### src/rtl/atten_ctl_pkg.sv
package atten_ctl_pkg;

    localparam int CODE_W   = 10;
    localparam int ADDR_W   = 2;
    localparam int FRAME_W  = 1 + ADDR_W + CODE_W;
    localparam int NUM_REGS = 1 << ADDR_W;

    typedef enum logic [2:0] {
        FR_IDLE,
        FR_CMD,
        FR_DATA,
        FR_FULL,
        FR_OVER
    } frame_state_e;

    typedef enum logic [1:0] {
        STEP_HOLD,
        STEP_LOAD,
        STEP_UP,
        STEP_DN
    } step_act_e;

    // encoding {monitor bit, converter-drive bit}
    typedef enum logic [1:0] {
        OP_ANALOG  = 2'b00,
        OP_DAC     = 2'b01,
        OP_MONITOR = 2'b10,
        OP_TEST    = 2'b11
    } op_state_e;

endpackage

### src/rtl/spi_frame_fsm.sv
module spi_frame_fsm #(
    parameter int CODE_W  = atten_ctl_pkg::CODE_W,
    parameter int ADDR_W  = atten_ctl_pkg::ADDR_W
) (
    input  logic              clk,
    input  logic              rst_n,
    input  logic              cs_n,
    input  logic              sclk,
    input  logic              mosi,
    input  logic [CODE_W-1:0] rd_data,
    output logic [ADDR_W-1:0] rd_addr,
    output logic              wr_stb,
    output logic [ADDR_W-1:0] wr_addr,
    output logic [CODE_W-1:0] wr_data,
    output logic              miso,
    output logic              miso_en
);
    import atten_ctl_pkg::*;

    localparam int FR_W   = 1 + ADDR_W + CODE_W;
    localparam int HDR_W  = 1 + ADDR_W;
    localparam int CNT_W  = $clog2(FR_W + 2);
    localparam logic [CNT_W-1:0] LAST_HDR = CNT_W'(HDR_W - 1);
    localparam logic [CNT_W-1:0] LAST_BIT = CNT_W'(FR_W - 1);
    localparam logic [CNT_W-1:0] FULL_CNT = CNT_W'(FR_W);

    logic [2:0]      sclk_s;
    logic [1:0]      cs_s;
    logic [1:0]      mosi_s;
    logic            sclk_rise;
    logic            cs_high;

    frame_state_e    state_q, state_d;
    logic [CNT_W-1:0] cnt_q;
    logic [FR_W-1:0] shreg_q;
    logic [CODE_W-1:0] hold_q;
    logic            hold_vld_q;
    logic            is_read_q;

    always_ff @(posedge clk or negedge rst_n) begin
        if (!rst_n) begin
            sclk_s <= '0;
            cs_s   <= '1;
            mosi_s <= '0;
        end else begin
            sclk_s <= {sclk_s[1:0], sclk};
            cs_s   <= {cs_s[0], cs_n};
            mosi_s <= {mosi_s[0], mosi};
        end
    end

    assign sclk_rise = sclk_s[1] & ~sclk_s[2];
    assign cs_high   = cs_s[1];

    // next-state logic
    always_comb begin
        state_d = state_q;
        unique case (state_q)
            FR_IDLE: if (!cs_high) state_d = FR_CMD;
            FR_CMD: begin
                if (cs_high)                              state_d = FR_IDLE;
                else if (sclk_rise && cnt_q == LAST_HDR)  state_d = FR_DATA;
            end
            FR_DATA: begin
                if (cs_high)                              state_d = FR_IDLE;
                else if (sclk_rise && cnt_q == LAST_BIT)  state_d = FR_FULL;
            end
            FR_FULL: begin
                if (cs_high)        state_d = FR_IDLE;
                else if (sclk_rise) state_d = FR_OVER;
            end
            FR_OVER: if (cs_high) state_d = FR_IDLE;
            default: state_d = FR_IDLE;
        endcase
    end

    // state register
    always_ff @(posedge clk or negedge rst_n) begin
        if (!rst_n) state_q <= FR_IDLE;
        else        state_q <= state_d;
    end

    // datapath and outputs
    always_ff @(posedge clk or negedge rst_n) begin
        if (!rst_n) begin
            cnt_q      <= '0;
            shreg_q    <= '0;
            hold_q     <= '0;
            hold_vld_q <= 1'b0;
            is_read_q  <= 1'b0;
            wr_stb     <= 1'b0;
        end else begin
            wr_stb <= (state_q == FR_FULL) && cs_high && !shreg_q[FR_W-1];
            if (state_q == FR_IDLE || cs_high) begin
                cnt_q      <= '0;
                hold_vld_q <= 1'b0;
                is_read_q  <= 1'b0;
            end else begin
                if (sclk_rise) begin
                    shreg_q <= {shreg_q[FR_W-2:0], mosi_s[1]};
                    if (cnt_q != FULL_CNT + 1'b1) cnt_q <= cnt_q + 1'b1;
                end
                if (state_q == FR_DATA && !hold_vld_q) begin
                    hold_q     <= rd_data;
                    hold_vld_q <= 1'b1;
                    is_read_q  <= shreg_q[HDR_W-1];
                end else if (state_q == FR_DATA && sclk_rise) begin
                    hold_q <= {hold_q[CODE_W-2:0], 1'b0};
                end
            end
        end
    end

    assign rd_addr = shreg_q[ADDR_W-1:0];
    assign wr_addr = shreg_q[FR_W-2 -: ADDR_W];
    assign wr_data = shreg_q[CODE_W-1:0];
    assign miso    = (state_q == FR_DATA) && hold_vld_q && is_read_q && hold_q[CODE_W-1];
    assign miso_en = !cs_n;


    wr_single_pulse_chk: assert property (@(posedge clk) disable iff (!rst_n)
        wr_stb |=> !wr_stb);


    wr_exact_len_chk: assert property (@(posedge clk) disable iff (!rst_n)
        wr_stb |-> $past(cnt_q) == FULL_CNT);


    miso_quiet_hdr_chk: assert property (@(posedge clk) disable iff (!rst_n)
        (state_q == FR_CMD) |-> !miso);

endmodule

### src/rtl/cfg_regfile.sv
module cfg_regfile #(
    parameter int CODE_W   = atten_ctl_pkg::CODE_W,
    parameter int ADDR_W   = atten_ctl_pkg::ADDR_W,
    parameter int NUM_REGS = 1 << ADDR_W
) (
    input  logic                             clk,
    input  logic                             rst_n,
    input  logic                             wr_stb,
    input  logic [ADDR_W-1:0]                wr_addr,
    input  logic [CODE_W-1:0]                wr_data,
    output logic [NUM_REGS-1:0][CODE_W-1:0]  regs
);
    for (genvar g = 0; g < NUM_REGS; g++) begin : g_reg
        always_ff @(posedge clk or negedge rst_n) begin
            if (!rst_n)
                regs[g] <= '0;
            else if (wr_stb && wr_addr == ADDR_W'(g))
                regs[g] <= wr_data;
        end
    end


    wr_lands_chk: assert property (@(posedge clk) disable iff (!rst_n)
        wr_stb |=> regs[$past(wr_addr)] == $past(wr_data));

endmodule

### src/rtl/step_unit.sv
module step_unit #(
    parameter int CODE_W = atten_ctl_pkg::CODE_W
) (
    input  logic              clk,
    input  logic              rst_n,
    input  logic              mode,
    input  logic              up_in,
    input  logic              dn_in,
    input  logic [CODE_W-1:0] direct_code,
    input  logic [CODE_W-1:0] up_amt,
    input  logic [CODE_W-1:0] dn_amt,
    output logic [CODE_W-1:0] dac_q
);
    import atten_ctl_pkg::*;

    localparam logic [CODE_W-1:0] CODE_MAX = '1;

    logic [2:0]        up_sync, dn_sync;
    logic              up_edge, dn_edge;
    step_act_e         act_d;
    logic [CODE_W:0]   sum_w;
    logic [CODE_W-1:0] code_d;

    always_ff @(posedge clk or negedge rst_n) begin
        if (!rst_n) begin
            up_sync <= '0;
            dn_sync <= '0;
        end else begin
            up_sync <= {up_sync[1:0], up_in};
            dn_sync <= {dn_sync[1:0], dn_in};
        end
    end

    assign up_edge = up_sync[1] & ~up_sync[2];
    assign dn_edge = dn_sync[1] & ~dn_sync[2];

    always_comb begin
        if (!mode)                    act_d = STEP_LOAD;
        else if (up_edge && !dn_edge) act_d = STEP_UP;
        else if (dn_edge && !up_edge) act_d = STEP_DN;
        else                          act_d = STEP_HOLD;
    end

    assign sum_w = {1'b0, dac_q} + {1'b0, up_amt};

    always_comb begin
        unique case (act_d)
            STEP_LOAD: code_d = direct_code;
            STEP_UP:   code_d = sum_w[CODE_W] ? CODE_MAX : sum_w[CODE_W-1:0];
            STEP_DN:   code_d = (dn_amt > dac_q) ? '0 : dac_q - dn_amt;
            default:   code_d = dac_q;
        endcase
    end

    always_ff @(posedge clk or negedge rst_n) begin
        if (!rst_n) dac_q <= '0;
        else        dac_q <= code_d;
    end


    direct_follow_chk: assert property (@(posedge clk) disable iff (!rst_n)
        !mode |=> dac_q == $past(direct_code));


    up_no_wrap_chk: assert property (@(posedge clk) disable iff (!rst_n)
        (mode && up_edge && !dn_edge) |=> dac_q >= $past(dac_q));


    dn_no_wrap_chk: assert property (@(posedge clk) disable iff (!rst_n)
        (mode && dn_edge && !up_edge) |=> dac_q <= $past(dac_q));


    both_cancel_chk: assert property (@(posedge clk) disable iff (!rst_n)
        (mode && up_edge && dn_edge) |=> $stable(dac_q));


    one_edge_chk: assert property (@(posedge clk) disable iff (!rst_n)
        up_edge |=> !up_edge);

endmodule

### src/rtl/op_decode.sv
module op_decode (
    input  logic [1:0] sel,
    output logic       dac_enable,
    output logic       atten_from_dac,
    output logic       cmp_enable,
    output logic       dac_to_ctrl_pin
);
    import atten_ctl_pkg::*;

    op_state_e op;
    assign op = op_state_e'(sel);

    always_comb begin
        dac_enable      = 1'b0;
        atten_from_dac  = 1'b0;
        cmp_enable      = 1'b0;
        dac_to_ctrl_pin = 1'b0;
        unique case (op)
            OP_ANALOG: ;
            OP_DAC: begin
                dac_enable     = 1'b1;
                atten_from_dac = 1'b1;
            end
            OP_MONITOR: begin
                dac_enable = 1'b1;
                cmp_enable = 1'b1;
            end
            OP_TEST: begin
                dac_enable      = 1'b1;
                atten_from_dac  = 1'b1;
                dac_to_ctrl_pin = 1'b1;
            end
            default: ;
        endcase
    end

endmodule

### src/rtl/atten_ctl_top.sv
module atten_ctl_top #(
    parameter int CODE_W = atten_ctl_pkg::CODE_W,
    parameter int ADDR_W = atten_ctl_pkg::ADDR_W
) (
    input  logic              clk,
    input  logic              rst_n,
    input  logic              spi_cs_n,
    input  logic              spi_sclk,
    input  logic              spi_mosi,
    output logic              spi_miso,
    output logic              spi_miso_en,
    input  logic              step_mode,
    input  logic              step_up,
    input  logic              step_dn,
    output logic [CODE_W-1:0] dac_code,
    output logic              dac_enable,
    output logic              atten_from_dac,
    output logic              cmp_enable,
    output logic              dac_to_ctrl_pin
);
    localparam int NUM_REGS = 1 << ADDR_W;
    localparam int REG_DIRECT = 0;
    localparam int REG_UP     = 1;
    localparam int REG_DN     = 2;
    localparam int REG_OP     = 3;

    logic                            wr_stb;
    logic [ADDR_W-1:0]               wr_addr;
    logic [CODE_W-1:0]               wr_data;
    logic [ADDR_W-1:0]               rd_addr;
    logic [NUM_REGS-1:0][CODE_W-1:0] regs;

    spi_frame_fsm #(.CODE_W(CODE_W), .ADDR_W(ADDR_W)) u_frame (
        .clk     (clk),
        .rst_n   (rst_n),
        .cs_n    (spi_cs_n),
        .sclk    (spi_sclk),
        .mosi    (spi_mosi),
        .rd_data (regs[rd_addr]),
        .rd_addr (rd_addr),
        .wr_stb  (wr_stb),
        .wr_addr (wr_addr),
        .wr_data (wr_data),
        .miso    (spi_miso),
        .miso_en (spi_miso_en)
    );

    cfg_regfile #(.CODE_W(CODE_W), .ADDR_W(ADDR_W), .NUM_REGS(NUM_REGS)) u_regs (
        .clk     (clk),
        .rst_n   (rst_n),
        .wr_stb  (wr_stb),
        .wr_addr (wr_addr),
        .wr_data (wr_data),
        .regs    (regs)
    );

    step_unit #(.CODE_W(CODE_W)) u_step (
        .clk         (clk),
        .rst_n       (rst_n),
        .mode        (step_mode),
        .up_in       (step_up),
        .dn_in       (step_dn),
        .direct_code (regs[REG_DIRECT]),
        .up_amt      (regs[REG_UP]),
        .dn_amt      (regs[REG_DN]),
        .dac_q       (dac_code)
    );

    op_decode u_dec (
        .sel             (regs[REG_OP][1:0]),
        .dac_enable      (dac_enable),
        .atten_from_dac  (atten_from_dac),
        .cmp_enable      (cmp_enable),
        .dac_to_ctrl_pin (dac_to_ctrl_pin)
    );


    alarm_excl_chk: assert property (@(posedge clk) disable iff (!rst_n)
        !(cmp_enable && atten_from_dac));


    enable_cover_chk: assert property (@(posedge clk) disable iff (!rst_n)
        (cmp_enable || atten_from_dac || dac_to_ctrl_pin) |-> dac_enable);

endmodule

### config.mk
export PLATFORM = sky130hd
export DESIGN_NAME = atten_ctl_top
export DESIGN_NICKNAME = d
export VERILOG_FILES = /design/src/rtl/atten_ctl_pkg.sv /design/src/rtl/spi_frame_fsm.sv /design/src/rtl/cfg_regfile.sv /design/src/rtl/step_unit.sv /design/src/rtl/op_decode.sv /design/src/rtl/atten_ctl_top.sv
export SDC_FILE = /design/constraint.sdc
export NUM_CORES = 1
export LEC_CHECK = 0
export ABC_AREA = 1
export CORE_MARGIN = 4
export CORE_UTILIZATION = 40
export DETAILED_ROUTE_END_ITERATION = 8
export DONT_BUFFER_PORTS = 1
export HOLD_SLACK_MARGIN = 0.08
export PLACE_DENSITY = 0.63
export SETUP_SLACK_MARGIN = 0.15
export SYNTH_ARGS = -nofsm -noshare
export SYNTH_HDL_FRONTEND = slang
export SYNTH_SLANG_ARGS = --single-unit
### constraint.sdc
create_clock -name clk -period 3.1 [get_ports clk]
set_input_delay 0.31 -clock clk [delete_from_list [all_inputs] [get_ports clk]]
set_output_delay 0.31 -clock clk [all_outputs]
set_load 0.01 [all_outputs]
# Word-level counts from Yosys, hierarchy flattened

Cells that the tools add are included.

Bitwise gates (word level): 7
Eq/ne operators: 21
Reductions and logical operators: 34
Add/subtract/negate cells: 3
Magnitude comparators: 2
Mux-type cells: 30

Operators with widths:

| cell                                                  | count |
|---|---|
| 2-to-1 mux 10 bit                                     | 5 |
| case mux 10 bit (3 select lines)                      | 1 |
| 2-to-1 mux 3 bit                                      | 8 |
| binary-select mux 10 bit (select 2 bit)               | 1 |
| logical AND 1 bit                                     | 15 |
| case mux 3 bit (5 select lines)                       | 1 |
| == test 2 bit, second input constant                  | 6 |
| 2-to-1 mux 4 bit                                      | 3 |
| adder 10 x 10 -> 11 bit                               | 1 |
| > comparator 10 bit                                   | 1 |
| subtractor 10 bit                                     | 1 |
| inequality test 3 x 1 -> 1 bit, second input constant | 3 |
| 2-to-1 mux 1 bit                                      | 8 |
| nonzero test 2 bit                                    | 4 |
| == test 2 x 1 -> 1 bit, second input constant         | 3 |
| == test 3 x 2 -> 1 bit, second input constant         | 2 |
| 2-to-1 mux 2 bit                                      | 3 |
| AND reduction 2 bit                                   | 3 |
| zero test 1 bit                                       | 5 |
| AND reduction 5 bit                                   | 1 |
| adder 4 x 1 -> 4 bit, second input constant           | 1 |
| == test 4 x 2 -> 1 bit, second input constant         | 1 |
| == test 4 bit, second input constant                  | 1 |
| inequality test 4 bit, second input constant          | 1 |
| 13 further kinds                                      | 18 |

Logic and storage cells: 114
Register bits: 96
Input port bits: 8

# Longest topological paths before layout

Depth after elaboration: 9
Gate-level depth with buffers: 14
Depth with buffers taken out: 14

# Cells and area by module

Synthesis repeated with hierarchy kept, for this count alone.

Cells, all modules: 870
Area, all modules: 6190.9 µm²

Modules (own cells, without submodules):

| module        | area an instance (µm²) | instances | cells each |
|---|---|---|---|
| spi_frame_fsm | 2035.7                 | 1         | 244 |
| step_unit     | 1935.6                 | 1         | 321 |
| cfg_regfile   | 1705.4                 | 1         | 181 |
| atten_ctl_top | 488.0                  | 1         | 117 |
| op_decode     | 26.3                   | 1         | 7 |

# Worst setup path before layout

No wires, ideal clock.

Kind: flip-flop to flip-flop
Start: reg u_step.dac_q[0]
End: reg u_step.dac_q[6]
Cell stages (with the launch flop): 14
Data required time: 2.987 ns
Path buffers: 0
Data arrival time: 1.897 ns
Clock period less this slack: 2.010 ns
Setup time: 0.113 ns
Path slack: 1.090 ns
Cell sequence: dfrtp_1 > inv_1 > ha_1 > inv_1 > fa_1 > nand3_1 > nand3_1 > nand2_1 > nand2_1 > or2_2 > nand3_1 > nand3_1 > nand2_1 > inv_1

Longest elaborated chain between the ends: 3

RTL lines:

| what                                      | RTL line                         | RTL |
|---|---|---|
| from (decl)                               | step_unit.sv:12                  | `output logic [CODE_W-1:0] dac_q` |
| from (signal assigned)                    | step_unit.sv:57                  | `else dac_q <= code_d;` |
| subtractor 10 bit (tied with other cells) | step_unit.sv:50                  | `STEP_DN: code_d = (dn_amt > dac_q) ? '0 : dac_q - dn_amt;` |
| 2-to-1 mux 10 bit (on tied branches)      | step_unit.sv:50, step_unit.sv:49 |  |
| case mux 10 bit (3 select lines) (*)      | step_unit.sv:47                  | `unique case (act_d)` |

Every way passes the cells marked *; elsewhere a longest branch is shown, timed or not.
A chain may end at the register's enable or synchronous reset.

# Worst setup path in the final report

Ends and elaborated chain as after synthesis.

==> impl_summary.log <==
INFO  metric setup.worst_path.end_class = flop
INFO  metric accumulated_negative_setup_slack = 0 ns
INFO  metric power.share.switching = 39.13%
INFO  metric timing.setup.critical_path_class = reg2reg
INFO  metric clock_tree.root_cell = clkbuf_16
INFO  metric rrSetupSlack = 0.87 ns
INFO  metric final_min_period_over_clock_period = 71.84%
INFO  metric timing.critical_path.slowest_stage_cell = dfrtp_1
INFO  metric grt_start_max_net_pins = 97
INFO  metric grt_usage = 18.48%
INFO  metric path_buf_inv = 3
INFO  metric maxSlewViolCount = 0
INFO  metric netlist_top_cells_count = nand2_1, o21ai_0, dfrtp_1
INFO  metric place_congestion = 0.9304
INFO  metric hold_violations = 0
INFO  metric worstMarginPinSlew = 0.8053 ns
INFO  metric cts_tree = done
INFO  metric die_w = 122.9 um
INFO  metric portion_of_total_power_attributed_to_combinational_logic = 31.9%
INFO  metric die-area = 15,110 um^2
INFO  metric reg_to_reg_startpoint = u_step.dac_q[0]
INFO  metric worst_hold_end = u_step.dac_q[8]
INFO  metric fillCellCount = 1,274
INFO  metric die_height = 122.9 um
INFO  metric post_synth_edffs = 0
INFO  metric seq_power_share = 41.7%
INFO  metric critical_path.startpoint = u_step.dac_q[0]
INFO  metric synth.yosys.seq_area_share = 45.52%
INFO  metric row_count = 41
INFO  metric clock_insertion_delay_worst_skew = 0.35 ns
INFO  metric detail_route.wirelength = 13,030 um
INFO  metric synthesis.instances = 696
INFO  metric vdd_ir_drop_max = 0.2967 mV
INFO  metric hp-start = step_mode
INFO  metric power-per-cell-area = 693.4 nW/um^2
INFO  metric syn_avg_cell_area = 7.590 um^2
INFO  metric h-tree-depth = 3
INFO  metric async_set_or_reset_register_ratio_after_synthesis = 100.0%
INFO  metric synthesis.area = 5283 um^2
INFO  metric placeableCoreArea = 12,770 um^2
INFO  metric cts.sink_count = 96
INFO  metric dominantRegCellSynth = dfrtp_1
INFO  metric grt_pass1_vias = 4,322
INFO  metric clock_path_buffers = 2
INFO  metric worst-path-max-fanout = 4
INFO  metric initial_utilization = 41.36%
INFO  metric clockPowerShare = 26.4%
INFO  metric hold-path-cell-count = 5
INFO  metric pin_count = 24
INFO  metric grt_remaining_overflow = 0
INFO  metric netSwitchingPower = 1570 uW
INFO  metric status = finished clean
INFO  metric setup_viol_count_final = 0
INFO  metric timing.critical_path.cells = inv_1 > ha_1 > inv_1 > fa_1 > nand3_1 > nand3_1 > nand2_1 > nand2_1 > or2_2 > nand3_1 > nand3_1 > nand2_1 > inv_1
INFO  metric grt_antenna_before_repair = 0
INFO  metric dr.first_iter.drc_count = 287
INFO  metric detail_route.first_pass.iterations = 5
INFO  metric synthToLayoutAreaGrowth = 9.545%
INFO  metric worst-r2r-cell-count = 13
INFO  metric drive_above_1_share = 6.143%
INFO  metric synth_fp_nets = 730
INFO  metric worstSetupStartpointType = flop
INFO  metric synth.top_cells.by_area = dfrtp_1, nand2_1, o21ai_0, inv_1, ha_1
INFO  metric yosysTopAreaCellShare = 44.53%
INFO  metric mean_number_of_vias_per_cell = 5.179
INFO  metric detail-route-antenna-nets = 0
INFO  metric leakage = 0.002790 uW
INFO  metric worstPathArrival = 2.48 ns
INFO  metric slew_headroom = 46.31%
INFO  metric minimum_period_implied_by_the_final_worst_setup_slack = 2.227 ns
INFO  metric num_antenna_cells = 0
INFO  metric yosysMostFrequentCell = nand2_1
INFO  metric multi_input_comb_area = 2454 um^2
INFO  metric fmaxAchievable = 0.4490 GHz
INFO  metric cts_post_setup_buffers_inserted = 0
INFO  metric cts_inserted_buffers = 9
INFO  metric detailed_place_hpwl = 9520 um
INFO  metric ys_seq_elements = 96
INFO  metric path_common_cell = nand3_1
INFO  metric maxcap_violations = 0
INFO  metric post-place-ws = 0.8857 ns
INFO  metric worst_path_required = 3.35 ns
INFO  metric vias = 4,516
INFO  metric critical-path-top-delay-family = simple AND/OR/NAND/NOR gates
INFO  metric synth_area_leader_cell = dfrtp_1
INFO  metric ys_types = 37
INFO  metric grt_first_pass_wirelength = 21,620 um
INFO  metric critical_path.max_stage_delay = 0.44 ns
INFO  metric cellInternalPower = 2443 uW
INFO  metric timing.clock.skew = 0.01178 ns
INFO  metric postLayoutSetupSlackWorst = 0.8729 ns
INFO  metric rsz0062_at_grt = no
INFO  metric finish.net_count = 729
INFO  metric hp-class = in2reg
INFO  metric cp.depth = 13
INFO  metric cts.clk_slew.worst_paths = 0.07 ns
INFO  metric synth.yosys.warnings = 0
INFO  metric remaining_drc_errors = 0
INFO  metric reg2reg_to = u_step.dac_q[6]
INFO  metric sequential_cell_area = 2405 um^2
INFO  metric detail_route.wl_per_cell = 14.94 um
INFO  metric io_buffer_count = 0
-- how the worst max path moves through the flow --
| stage | endpoint |
|---|---|
| after global placement | u_step.dac_q[6] |
| after global routing | u_step.dac_q[6] |
| final | u_step.dac_q[6] |
| after detailed placement | u_step.dac_q[6] |
| after floorplan | u_step.dac_q[6] |
| after CTS | u_step.dac_q[6] |
-- power groups by stage --
stage                     Sequential [uW]  Clock (uW)  Combinational (uW)
after floorplan                      1610           0                 972
final                                1670        1060                1280
after global routing                 1700        1150                1460
after detailed placement             1690           0                1230
after CTS                            1670        1090                1270
after global placement               1680           0                1220
-- what timing repair did --
item                      4_1_cts  5_1_grt
hold endpoints to repair      101        0
resized for setup               0        0
hold buffers                    7        0
-- tightest hold or removal path, cell delays in order --
cell and delay [ns]:
inv_2 0.04, nor2_2 0.05, nand3_1 0.07, nand2_1 0.04
nand2_1 0.04
-- area by class of cell --
| type | count | area share (%) |
|---|---|---|
| Inverter | 88 | 5.708 |
| Sequential cell | 96 | 41.56 |
| Timing Repair Buffer | 9 | 1.773 |
| Clock buffer | 10 | 3.957 |
| Tap cell | 172 | 3.719 |
| Clock inverter | 6 | 0.8865 |
| Multi-Input combinational cell | 491 | 42.40 |
-- layout by cell type (no fill, tap or decap), drive strengths merged --
master	Yosys	layout
a21oi	31	31
nand3	42	42
o22a	1	1
o21bai	1	1
a211oi	1	1
dfrtp	94	94
clkinvlp	0	3
nor3	5	5
nand4	4	4
xor2	4	4
ha	24	24
nand3b	3	3
or2	10	10
inv	88	90
clkinv	0	1
clkbuf	17	10
nor2	65	65
nand2	184	184
o21a	1	1
a31oi	8	8
dlygate4sd3	0	6
buf	4	3
fa	2	2
o22ai	1	1
dfstp	2	2
o21ai	102	102
xnor2	1	1
nor4	1	1
-- kinds of logic (layout without fill, tap and decap cells) --
family	Yosys count	in the layout	share of synthesized area (%)
AOI/OAI and AO/OA	146	146	14.40
xor gates and xnor gates	5	5	0.8290
adders and majority gates	26	26	6.443
buffers and inverters	109	113	8.029
and+or+nand+nor	314	314	24.78
DFF	96	96	45.52
-- flip-flops by register name (all words and copies together) (netlist names) --
name and flops:
u_step.dn_sync 3, u_frame.hold_vld_q 1, u_frame.state_q 3, u_frame.hold_q 10
u_step.dac_q 10, u_frame.is_read_q 1, u_frame.wr_stb 1, u_frame.shreg_q 13
u_step.up_sync 3, u_frame.mosi_s 2, u_frame.cs_s 2, u_frame.cnt_q 4
u_frame.sclk_s 3, u_regs.regs 40
-- metrics by stage --
stage / cells / hold slack [ns] / util [%] / instance area (um^2) / total power, uW
2_1_floorplan: 696 / 0.01441 / - / 5283 / 2581
3_3_place_gp: 849 / 0.01772 / 42.42 / 5419 / 2898
3_5_place_dp: 849 / 0.01779 / 42.42 / 5419 / 2922
4_1_cts: 872 / 0.2422 / 45.30 / 5787 / 4040
5_1_grt: 872 / 0.2723 / 45.30 / 5787 / 4318
6_report: 872 / 0.2508 / 45.30 / 5787 / 4012
-- routing by layer --
layer  share of wire [%]  GRT usage (%)  wire length (um)  up-vias
met4                 2.9          9.027               379        0
li1                    -              -                 -     2241
met5                   0              0                 0        -
met3                 4.4          2.425               567       23
met1                  46          24.91              6015     2144
met2                  47          29.45              6068      108
No activity file was read; power rests on OpenSTA's default activity.
